## src/rtl/irq_arb_pkg.sv

```systemverilog
// Package: shared encodings for the interrupt arbiter.
// Assumes: nothing beyond IEEE 1800-2017.
package irq_arb_pkg;

    // Register-port write operation
    typedef enum logic [1:0] {
        OP_ENABLE = 2'd0,
        OP_PRIO   = 2'd1,
        OP_PSET   = 2'd2,
        OP_PCLR   = 2'd3
    } cfg_op_e;

    // Entry sequencer state
    typedef enum logic [1:0] {
        ST_IDLE  = 2'd0,
        ST_ENTRY = 2'd1,
        ST_REQ   = 2'd2
    } ent_state_e;

endpackage

```

## src/rtl/irq_pend_bank.sv

```systemverilog
// Module: per-channel enable, pending and priority storage with a
// register port and combinational read-back.
// Assumes: at most one write per cycle; channel numbers at or above
// NUM_IRQ are ignored on write and read back as zero. A hardware
// request setting pending wins over a clear in the same cycle.
module irq_pend_bank
    import irq_arb_pkg::*;
#(
    parameter int NUM_IRQ = 60,
    parameter int PRIO_W  = 4,
    parameter int IDX_W   = 6
) (
    input  logic                           clk,
    input  logic                           rst_n,
    input  logic [NUM_IRQ-1:0]             irq_i,
    input  logic                           cfg_we_i,
    input  logic [1:0]                     cfg_op_i,
    input  logic [IDX_W-1:0]               cfg_chan_i,
    input  logic [PRIO_W-1:0]              cfg_wdata_i,
    output logic [PRIO_W+1:0]              cfg_rdata_o,
    input  logic                           ack_clr_i,
    input  logic [IDX_W-1:0]               ack_idx_i,
    output logic [NUM_IRQ-1:0]             en_o,
    output logic [NUM_IRQ-1:0]             pend_o,
    output logic [NUM_IRQ-1:0][PRIO_W-1:0] prio_o
);

    cfg_op_e                    op;
    logic [NUM_IRQ-1:0]         wr_hit;
    logic [NUM_IRQ-1:0]         set_mask;
    logic [NUM_IRQ-1:0]         clr_mask;
    logic [NUM_IRQ-1:0]         en_q;
    logic [NUM_IRQ-1:0]         pend_q;
    logic [NUM_IRQ-1:0][PRIO_W-1:0] prio_q;

    assign op = cfg_op_e'(cfg_op_i);

    // Decode the write address and the acknowledge into per-channel masks
    always_comb begin
        for (int i = 0; i < NUM_IRQ; i++) begin
            wr_hit[i]   = cfg_we_i && (cfg_chan_i == IDX_W'(i));
            set_mask[i] = wr_hit[i] && (op == OP_PSET);
            clr_mask[i] = (wr_hit[i] && (op == OP_PCLR))
                        || (ack_clr_i && (ack_idx_i == IDX_W'(i)));
        end
    end

    // Update configuration and pending state
    always_ff @(posedge clk) begin
        if (!rst_n) begin
            en_q   <= '0;
            pend_q <= '0;
            prio_q <= '0;
        end else begin
            for (int i = 0; i < NUM_IRQ; i++) begin
                if (wr_hit[i] && (op == OP_ENABLE)) en_q[i]   <= cfg_wdata_i[0];
                if (wr_hit[i] && (op == OP_PRIO))   prio_q[i] <= cfg_wdata_i;
            end
            pend_q <= (pend_q & ~clr_mask) | irq_i | set_mask;
        end
    end

    // Read back the addressed channel
    always_comb begin
        cfg_rdata_o = '0;
        for (int i = 0; i < NUM_IRQ; i++) begin
            if (cfg_chan_i == IDX_W'(i)) cfg_rdata_o = {en_q[i], pend_q[i], prio_q[i]};
        end
    end

    assign en_o   = en_q;
    assign pend_o = pend_q;
    assign prio_o = prio_q;

    AST_ACK_CLEARS: assert property (@(posedge clk) disable iff (!rst_n)
        ack_clr_i && !irq_i[0] && (ack_idx_i == '0) |=> !pend_q[0]);

endmodule

```

## src/rtl/irq_prio_select.sv

```systemverilog
// Module: combinational winner search over all channels.
// Picks the pending and enabled channel with the lowest priority value;
// on ties the lowest channel number wins because the scan is ascending
// and replaces only on a strictly lower value.
// Assumes: NUM_IRQ fits in IDX_W bits.
module irq_prio_select #(
    parameter int NUM_IRQ = 60,
    parameter int PRIO_W  = 4,
    parameter int IDX_W   = 6
) (
    input  logic [NUM_IRQ-1:0]             en_i,
    input  logic [NUM_IRQ-1:0]             pend_i,
    input  logic [NUM_IRQ-1:0][PRIO_W-1:0] prio_i,
    output logic                           best_vld_o,
    output logic [IDX_W-1:0]               best_idx_o,
    output logic [PRIO_W-1:0]              best_prio_o
);

    // Ascending scan keeping the strictly smallest priority value
    always_comb begin
        best_vld_o  = 1'b0;
        best_idx_o  = '0;
        best_prio_o = '1;
        for (int i = 0; i < NUM_IRQ; i++) begin
            if (en_i[i] && pend_i[i] && (!best_vld_o || (prio_i[i] < best_prio_o))) begin
                best_vld_o  = 1'b1;
                best_idx_o  = IDX_W'(i);
                best_prio_o = prio_i[i];
            end
        end
    end

endmodule

```

## src/rtl/irq_active_stack.sv

```systemverilog
// Module: stack of active handler priorities, kept as a shift register
// so the top and the level below it are fixed slots.
// Assumes: push and pop never coincide; pushes are bounded by strict
// preemption so DEPTH levels suffice.
module irq_active_stack #(
    parameter int DEPTH  = 16,
    parameter int PRIO_W = 4
) (
    input  logic              clk,
    input  logic              rst_n,
    input  logic              push_i,
    input  logic [PRIO_W-1:0] push_prio_i,
    input  logic              pop_i,
    output logic              top_vld_o,
    output logic [PRIO_W-1:0] top_prio_o,
    output logic              under_vld_o,
    output logic [PRIO_W-1:0] under_prio_o
);

    localparam int SP_W = $clog2(DEPTH + 1);

    logic [DEPTH-1:0][PRIO_W-1:0] lvl_q;
    logic [SP_W-1:0]              sp_q;

    // Shift levels down on push, up on pop
    always_ff @(posedge clk) begin
        if (!rst_n) begin
            lvl_q <= '0;
            sp_q  <= '0;
        end else if (push_i) begin
            lvl_q[0] <= push_prio_i;
            for (int i = 1; i < DEPTH; i++) lvl_q[i] <= lvl_q[i-1];
            sp_q <= sp_q + 1'b1;
        end else if (pop_i && (sp_q != '0)) begin
            for (int i = 0; i < DEPTH - 1; i++) lvl_q[i] <= lvl_q[i+1];
            lvl_q[DEPTH-1] <= '0;
            sp_q <= sp_q - 1'b1;
        end
    end

    assign top_vld_o    = (sp_q != '0);
    assign top_prio_o   = lvl_q[0];
    assign under_vld_o  = (sp_q > SP_W'(1));
    assign under_prio_o = lvl_q[1];

    AST_PUSH_ROOM:    assert property (@(posedge clk) disable iff (!rst_n)
        push_i |-> (sp_q < SP_W'(DEPTH)));
    AST_POP_NONEMPTY: assert property (@(posedge clk) disable iff (!rst_n)
        pop_i |-> (sp_q != '0));
    AST_NO_PUSH_POP:  assert property (@(posedge clk) disable iff (!rst_n)
        !(push_i && pop_i));

endmodule

```

## src/rtl/irq_vec_arbiter.sv

```systemverilog
// Module: top of the vectored interrupt arbiter. Runs the entry
// sequencer (decide, fixed window with late-arrival replacement, frozen
// request), the preemption threshold against the active stack, and
// tail-chaining on exception return.
// Assumes: the core acknowledges only while core_req_o is high and does
// not acknowledge and return in the same cycle.
module irq_vec_arbiter
    import irq_arb_pkg::*;
#(
    parameter int NUM_IRQ   = 60,
    parameter int PRIO_W    = 4,
    parameter int STK_DEPTH = 16,
    parameter int ENTRY_CYC = 3,
    localparam int IDX_W    = $clog2(NUM_IRQ)
) (
    input  logic               clk,
    input  logic               rst_n,
    input  logic [NUM_IRQ-1:0] irq_i,
    input  logic               cfg_we_i,
    input  logic [1:0]         cfg_op_i,
    input  logic [IDX_W-1:0]   cfg_chan_i,
    input  logic [PRIO_W-1:0]  cfg_wdata_i,
    output logic [PRIO_W+1:0]  cfg_rdata_o,
    output logic               core_req_o,
    output logic [IDX_W-1:0]   core_vec_o,
    input  logic               core_ack_i,
    input  logic               core_eret_i,
    output logic               active_o,
    output logic [PRIO_W-1:0]  active_prio_o
);

    localparam int CNT_W = (ENTRY_CYC > 1) ? $clog2(ENTRY_CYC) : 1;

    logic [NUM_IRQ-1:0]             en_w;
    logic [NUM_IRQ-1:0]             pend_w;
    logic [NUM_IRQ-1:0][PRIO_W-1:0] prio_w;
    logic                           best_vld;
    logic [IDX_W-1:0]               best_idx;
    logic [PRIO_W-1:0]              best_prio;
    logic                           top_vld, under_vld;
    logic [PRIO_W-1:0]              top_prio, under_prio;
    logic                           lvl_vld;
    logic [PRIO_W-1:0]              lvl_prio;
    logic                           eligible;
    logic                           do_ack;
    ent_state_e                     st_q;
    logic [CNT_W-1:0]               cnt_q;
    logic [IDX_W-1:0]               ent_idx_q;
    logic [PRIO_W-1:0]              ent_prio_q;

    irq_pend_bank #(.NUM_IRQ(NUM_IRQ), .PRIO_W(PRIO_W), .IDX_W(IDX_W)) bank_i (
        .clk(clk), .rst_n(rst_n), .irq_i(irq_i),
        .cfg_we_i(cfg_we_i), .cfg_op_i(cfg_op_i), .cfg_chan_i(cfg_chan_i),
        .cfg_wdata_i(cfg_wdata_i), .cfg_rdata_o(cfg_rdata_o),
        .ack_clr_i(do_ack), .ack_idx_i(ent_idx_q),
        .en_o(en_w), .pend_o(pend_w), .prio_o(prio_w)
    );

    irq_prio_select #(.NUM_IRQ(NUM_IRQ), .PRIO_W(PRIO_W), .IDX_W(IDX_W)) sel_i (
        .en_i(en_w), .pend_i(pend_w), .prio_i(prio_w),
        .best_vld_o(best_vld), .best_idx_o(best_idx), .best_prio_o(best_prio)
    );

    irq_active_stack #(.DEPTH(STK_DEPTH), .PRIO_W(PRIO_W)) stk_i (
        .clk(clk), .rst_n(rst_n),
        .push_i(do_ack), .push_prio_i(ent_prio_q), .pop_i(core_eret_i),
        .top_vld_o(top_vld), .top_prio_o(top_prio),
        .under_vld_o(under_vld), .under_prio_o(under_prio)
    );

    // Threshold level: the level restored by a return in this cycle, else the top
    always_comb begin
        lvl_vld  = core_eret_i ? under_vld  : top_vld;
        lvl_prio = core_eret_i ? under_prio : top_prio;
        eligible = best_vld && (!lvl_vld || (best_prio < lvl_prio));
    end

    assign do_ack = (st_q == ST_REQ) && core_ack_i;

    // Entry sequencer: decide, window with late arrival, frozen request
    always_ff @(posedge clk) begin
        if (!rst_n) begin
            st_q       <= ST_IDLE;
            cnt_q      <= '0;
            ent_idx_q  <= '0;
            ent_prio_q <= '0;
        end else begin
            case (st_q)
                ST_IDLE: begin
                    if (eligible) begin
                        st_q       <= ST_ENTRY;
                        cnt_q      <= '0;
                        ent_idx_q  <= best_idx;
                        ent_prio_q <= best_prio;
                    end
                end
                ST_ENTRY: begin
                    if (best_vld && (best_prio < ent_prio_q)) begin
                        ent_idx_q  <= best_idx;
                        ent_prio_q <= best_prio;
                    end
                    if (cnt_q == CNT_W'(ENTRY_CYC - 1)) st_q <= ST_REQ;
                    else                                cnt_q <= cnt_q + 1'b1;
                end
                ST_REQ: begin
                    if (core_ack_i) st_q <= ST_IDLE;
                end
                default: st_q <= ST_IDLE;
            endcase
        end
    end

    assign core_req_o    = (st_q == ST_REQ);
    assign core_vec_o    = ent_idx_q;
    assign active_o      = top_vld;
    assign active_prio_o = top_prio;

    AST_SEL_PENDING:    assert property (@(posedge clk) disable iff (!rst_n)
        best_vld |-> |((pend_w & en_w) >> best_idx));
    AST_VEC_FROZEN:     assert property (@(posedge clk) disable iff (!rst_n)
        core_req_o && !core_ack_i |=> core_req_o && $stable(core_vec_o));
    AST_REQ_DROPS:      assert property (@(posedge clk) disable iff (!rst_n)
        core_req_o && core_ack_i |=> !core_req_o && active_o);
    AST_ACK_ONLY_REQ:   assert property (@(posedge clk) disable iff (!rst_n)
        core_ack_i |-> core_req_o);
    AST_PREEMPT_STRICT: assert property (@(posedge clk) disable iff (!rst_n)
        $rose(core_req_o) && active_o |-> (ent_prio_q < active_prio_o));

endmodule

```

## config.mk

```make
export PLATFORM = sky130hd
export DESIGN_NAME = irq_vec_arbiter
export DESIGN_NICKNAME = d
export VERILOG_FILES = /design/src/rtl/irq_arb_pkg.sv /design/src/rtl/irq_pend_bank.sv /design/src/rtl/irq_prio_select.sv /design/src/rtl/irq_active_stack.sv /design/src/rtl/irq_vec_arbiter.sv
export SDC_FILE = /design/constraint.sdc
export NUM_CORES = 2
export LEC_CHECK = 0
export BUFFER_PORTS_ARGS = -buffer_cell sky130_fd_sc_hd__buf_4
export CAP_MARGIN = 30
export CORE_ASPECT_RATIO = 1.1
export CORE_MARGIN = 2
export CORE_UTILIZATION = 45
export DETAILED_ROUTE_END_ITERATION = 8
export SYNTH_ARGS = -nofsm -noshare
export SYNTH_HDL_FRONTEND = slang
export SYNTH_SLANG_ARGS = --single-unit
```

## constraint.sdc

```tcl
create_clock -name clk -period 190.6 [get_ports clk]
set_input_delay 9.53 -clock clk [delete_from_list [all_inputs] [get_ports clk]]
set_output_delay 9.53 -clock clk [all_outputs]
set_load 0.005 [all_outputs]
```

==> run metrics <==
hold endpoint=stk_i.lvl_q[61]; Power Total=229 µW; final non-filler cell total=5674; Final setup violation count=0; M1 WL=58.4 mm; Mapped Nets=roughly 4800; pin count of the biggest net entering global routing=203; max cap viols=0; share of layout cells above drive strength 1=13.3%; Die Area=just over 0.08 mm²; crit path DAT=93330 ps; Distinct cells, synth=roughly 180; RR Endpoint=cnt_q[1]; Setup CP Type=reg -> reg; CTS clk-pin slew, worst paths=60 ps; post-synthesis cell area=0.0353 mm²; vias in the first global route=roughly 34000; drt drc=0; Syn Inst Count=4681; DR iter-0 viols=4579; synth top area cells=dfxtp_1, nand2_1, a21oi_1; Syn-to-layout area delta=8.12%; filler cell count=7851; GRT Resource Usage Total=33.1%; count of final hold-check violations=0; worst slew pin tran=1110 ps; htree depth=2; Hold Crit Start=stk_i.lvl_q[61]; Core Area=0.0776 mm²; Max Freq=around 11 MHz; worst reg2reg startpoint=bank_i.pend_o[0]; post-synthesis sequential area ratio=25.1%; maximum VDD drop=0.0134 mV; clk root buf=clkbuf_16; Die X=271 µm; gr ovfl total=0; worst slack, placed=99250 ps; Worst-Skew Late Latency=630 ps; post-CTS sizing=0; detailed-router iteration count before antenna repair=9; Setup Total Neg Slack=0 ps; switch share=28.4%; Worst setup EP type=flip-flop; Post-layout nets=~4800; fin area=0.0382 mm²; Area after DPL=0.0364 mm²; Post-synth EDFFs=0; die height=298 µm; Clock Tree Buf Depth=3; leak pwr=0.0149 µW; synth cell count leaders=nand2_1, nor2_1, dfxtp_1; CTS tree=yes; Worst path slowest cell=o31ai_2; min Tclk post-route=92840 ps; Layout Skew=46.2 ps; CP dominant cell by count=ha_1; Reg2Reg Depth=432; Final ANT Viol Nets=0; cts bufs inserted=51; crit-path max FO=15; Starting Density=45.5%; Cell Int Power=164 µW; Yosys warning count=0; Cells after DPL=approximately 5600; metal3 WL=between 10 and 15 mm; Vias per Instance=6.66; PnR worst setup slack=roughly 98000 ps; Hold Path Depth=2; Buffers on Ports=94; first-pass GRT wire length=between 200 and 250 mm; RSZ-0062 raised after global routing=false; Avg WL per Cell=24.8 µm; Hold Path Class=reg -> reg; max-slew violations=0; total routed wirelength=141 mm; Seq cells post-synth=443; initial antenna violation count=3; status=finished clean; cell with the most instances after synthesis=nand2_1; DR WL met2=around 60 mm; Async SR Flop Fraction=0%; gpl congestion=0.989; clock sink count=443; ys flop type=dfxtp_1; sw power=65.0 µW; Data required, critical path=191090 ps; top layer in use=met5; Startpoint Class=flip-flop; Hold Buf Count CTS=0; PwrDens=5.99 mW/mm²; clock power share=~46%; I/O Pins=between 90 and 100; Detailed Place HPWL=just over 100 mm; reg-to-reg slack, setup=97760 ps; post-synthesis area per instance=7.55 µm²; Comb pwr share=12.0%; share of the synthesized area in the top cell type=25.1%; Critical Path Max Stage Delay=850 ps; Final period util=48.7%; Reg power frac=42.1%; total number of vias=37768; Rows=107; Post-CTS Setup Bufs=0; antenna fix cells=0; area leader, netlist=dfxtp_1; Worst slew margin=25.6%
[placed cells by master, fill, tap and decap left out, types with 18 or more instances in the layout]
cell type and n:
a31oi_1 65, or2_2 28, o21ai_0 269, clkbuf_16 53, nor2_1 480, a311oi_1 65, a211oi_1 50, o21ai_1 23
o21a_1 38, mux2_2 25, a21boi_0 75, nor3_1 65, inv_1 182, nand2b_1 24, nand4_1 58, nand3_1 257
nand2_1 577, o221ai_1 77, a211o_1 19, o22ai_1 49, nor2b_1 22, dfxtp_1 443, a22o_1 18, maj3_1 33
a22oi_1 86, a221oi_1 37, ha_1 72, a21o_2 20, mux2i_1 204, buf_4 157, a21oi_1 412, o211ai_1 45
[through the flow]
| step | utilization (%) | hold slack, ps |
|---|---|---|
| after floorplan | - | 445 |
| after global placement | 46.8 | 456 |
| after detailed placement | 46.9 | 461 |
| after CTS | 49.1 | 470 |
| after global routing | 49.2 | 486 |
| final | 49.2 | 466 |
[cell families (layout without fill, tap and decap cells)]
logic type      after synthesis  count (layout)  synth area share, %
buf+inv                     479             437                 6.28
flops                       443             443                 25.1
mux                         257             257                 7.68
simple gates               1712            1712                 22.7
compound gates             1673            1673                 34.4
xor+xnor                      5               5                0.145
fa+ha+maj                   112             112                 3.71
[sequential cells by signal (all words and copies together), names as in the netlist]
signal              count
bank_i.en_o            60
stk_i.top_prio_o        4
st_q                    2
stk_i.lvl_q            56
cnt_q                   2
stk_i.under_prio_o      4
bank_i.pend_o          60
core_vec_o              6
ent_prio_q              4
stk_i.sp_q              5
bank_i.prio_o         240
[area by class of cell]
type,instances,area [µm²],area share [%]
well taps,1035,1290,3.39
inverters,185,712,1.86
multi-input cells,3759,24300,63.5
flip-flops and latches,443,8870,23.2
clock inverters,20,269,0.704
repair buffers,162,1310,3.43
clock buffers,70,1470,3.85
[worst max-delay path by stage]
stage                     start             to  cells after the start
6_report       bank_i.pend_o[0]       cnt_q[1]                    432
5_1_grt        bank_i.pend_o[0]       cnt_q[1]                    437
4_1_cts        bank_i.pend_o[0]       cnt_q[1]                    433
3_5_place_dp   bank_i.pend_o[0]  core_vec_o[0]                    433
3_3_place_gp   bank_i.pend_o[0]  core_vec_o[0]                    433
2_1_floorplan  bank_i.pend_o[0]       cnt_q[1]                    447
[power by group through the flow]
stage                     Clock (µW)  Sequential [µW]  Combinational [µW]
after floorplan                    0             97.4                17.8
after global placement             0             98.3                26.9
after detailed placement           0             98.3                27.0
after CTS                        106             96.3                27.1
after global routing             109             96.5                29.5
final                            105             96.4                27.4
[layer usage]
layer | up-vias | global-route usage, %
li1 | 17386 | -
met1 | 18141 | 43.8
met2 | 1829 | 51.4
met3 | 406 | 5.80
met4 | 6 | 17.2
met5 | - | 0
[critical path: cells and delay by family (launching register included)]
kind / cells / cell delay (ps)
mux: 24 / 6650
fa+ha+maj: 60 / 15190
compound gates: 194 / 43770
flops: 1 / 450
simple gates: 131 / 24850
buf+inv: 23 / 1720
Power figures use the tool's default switching activity.
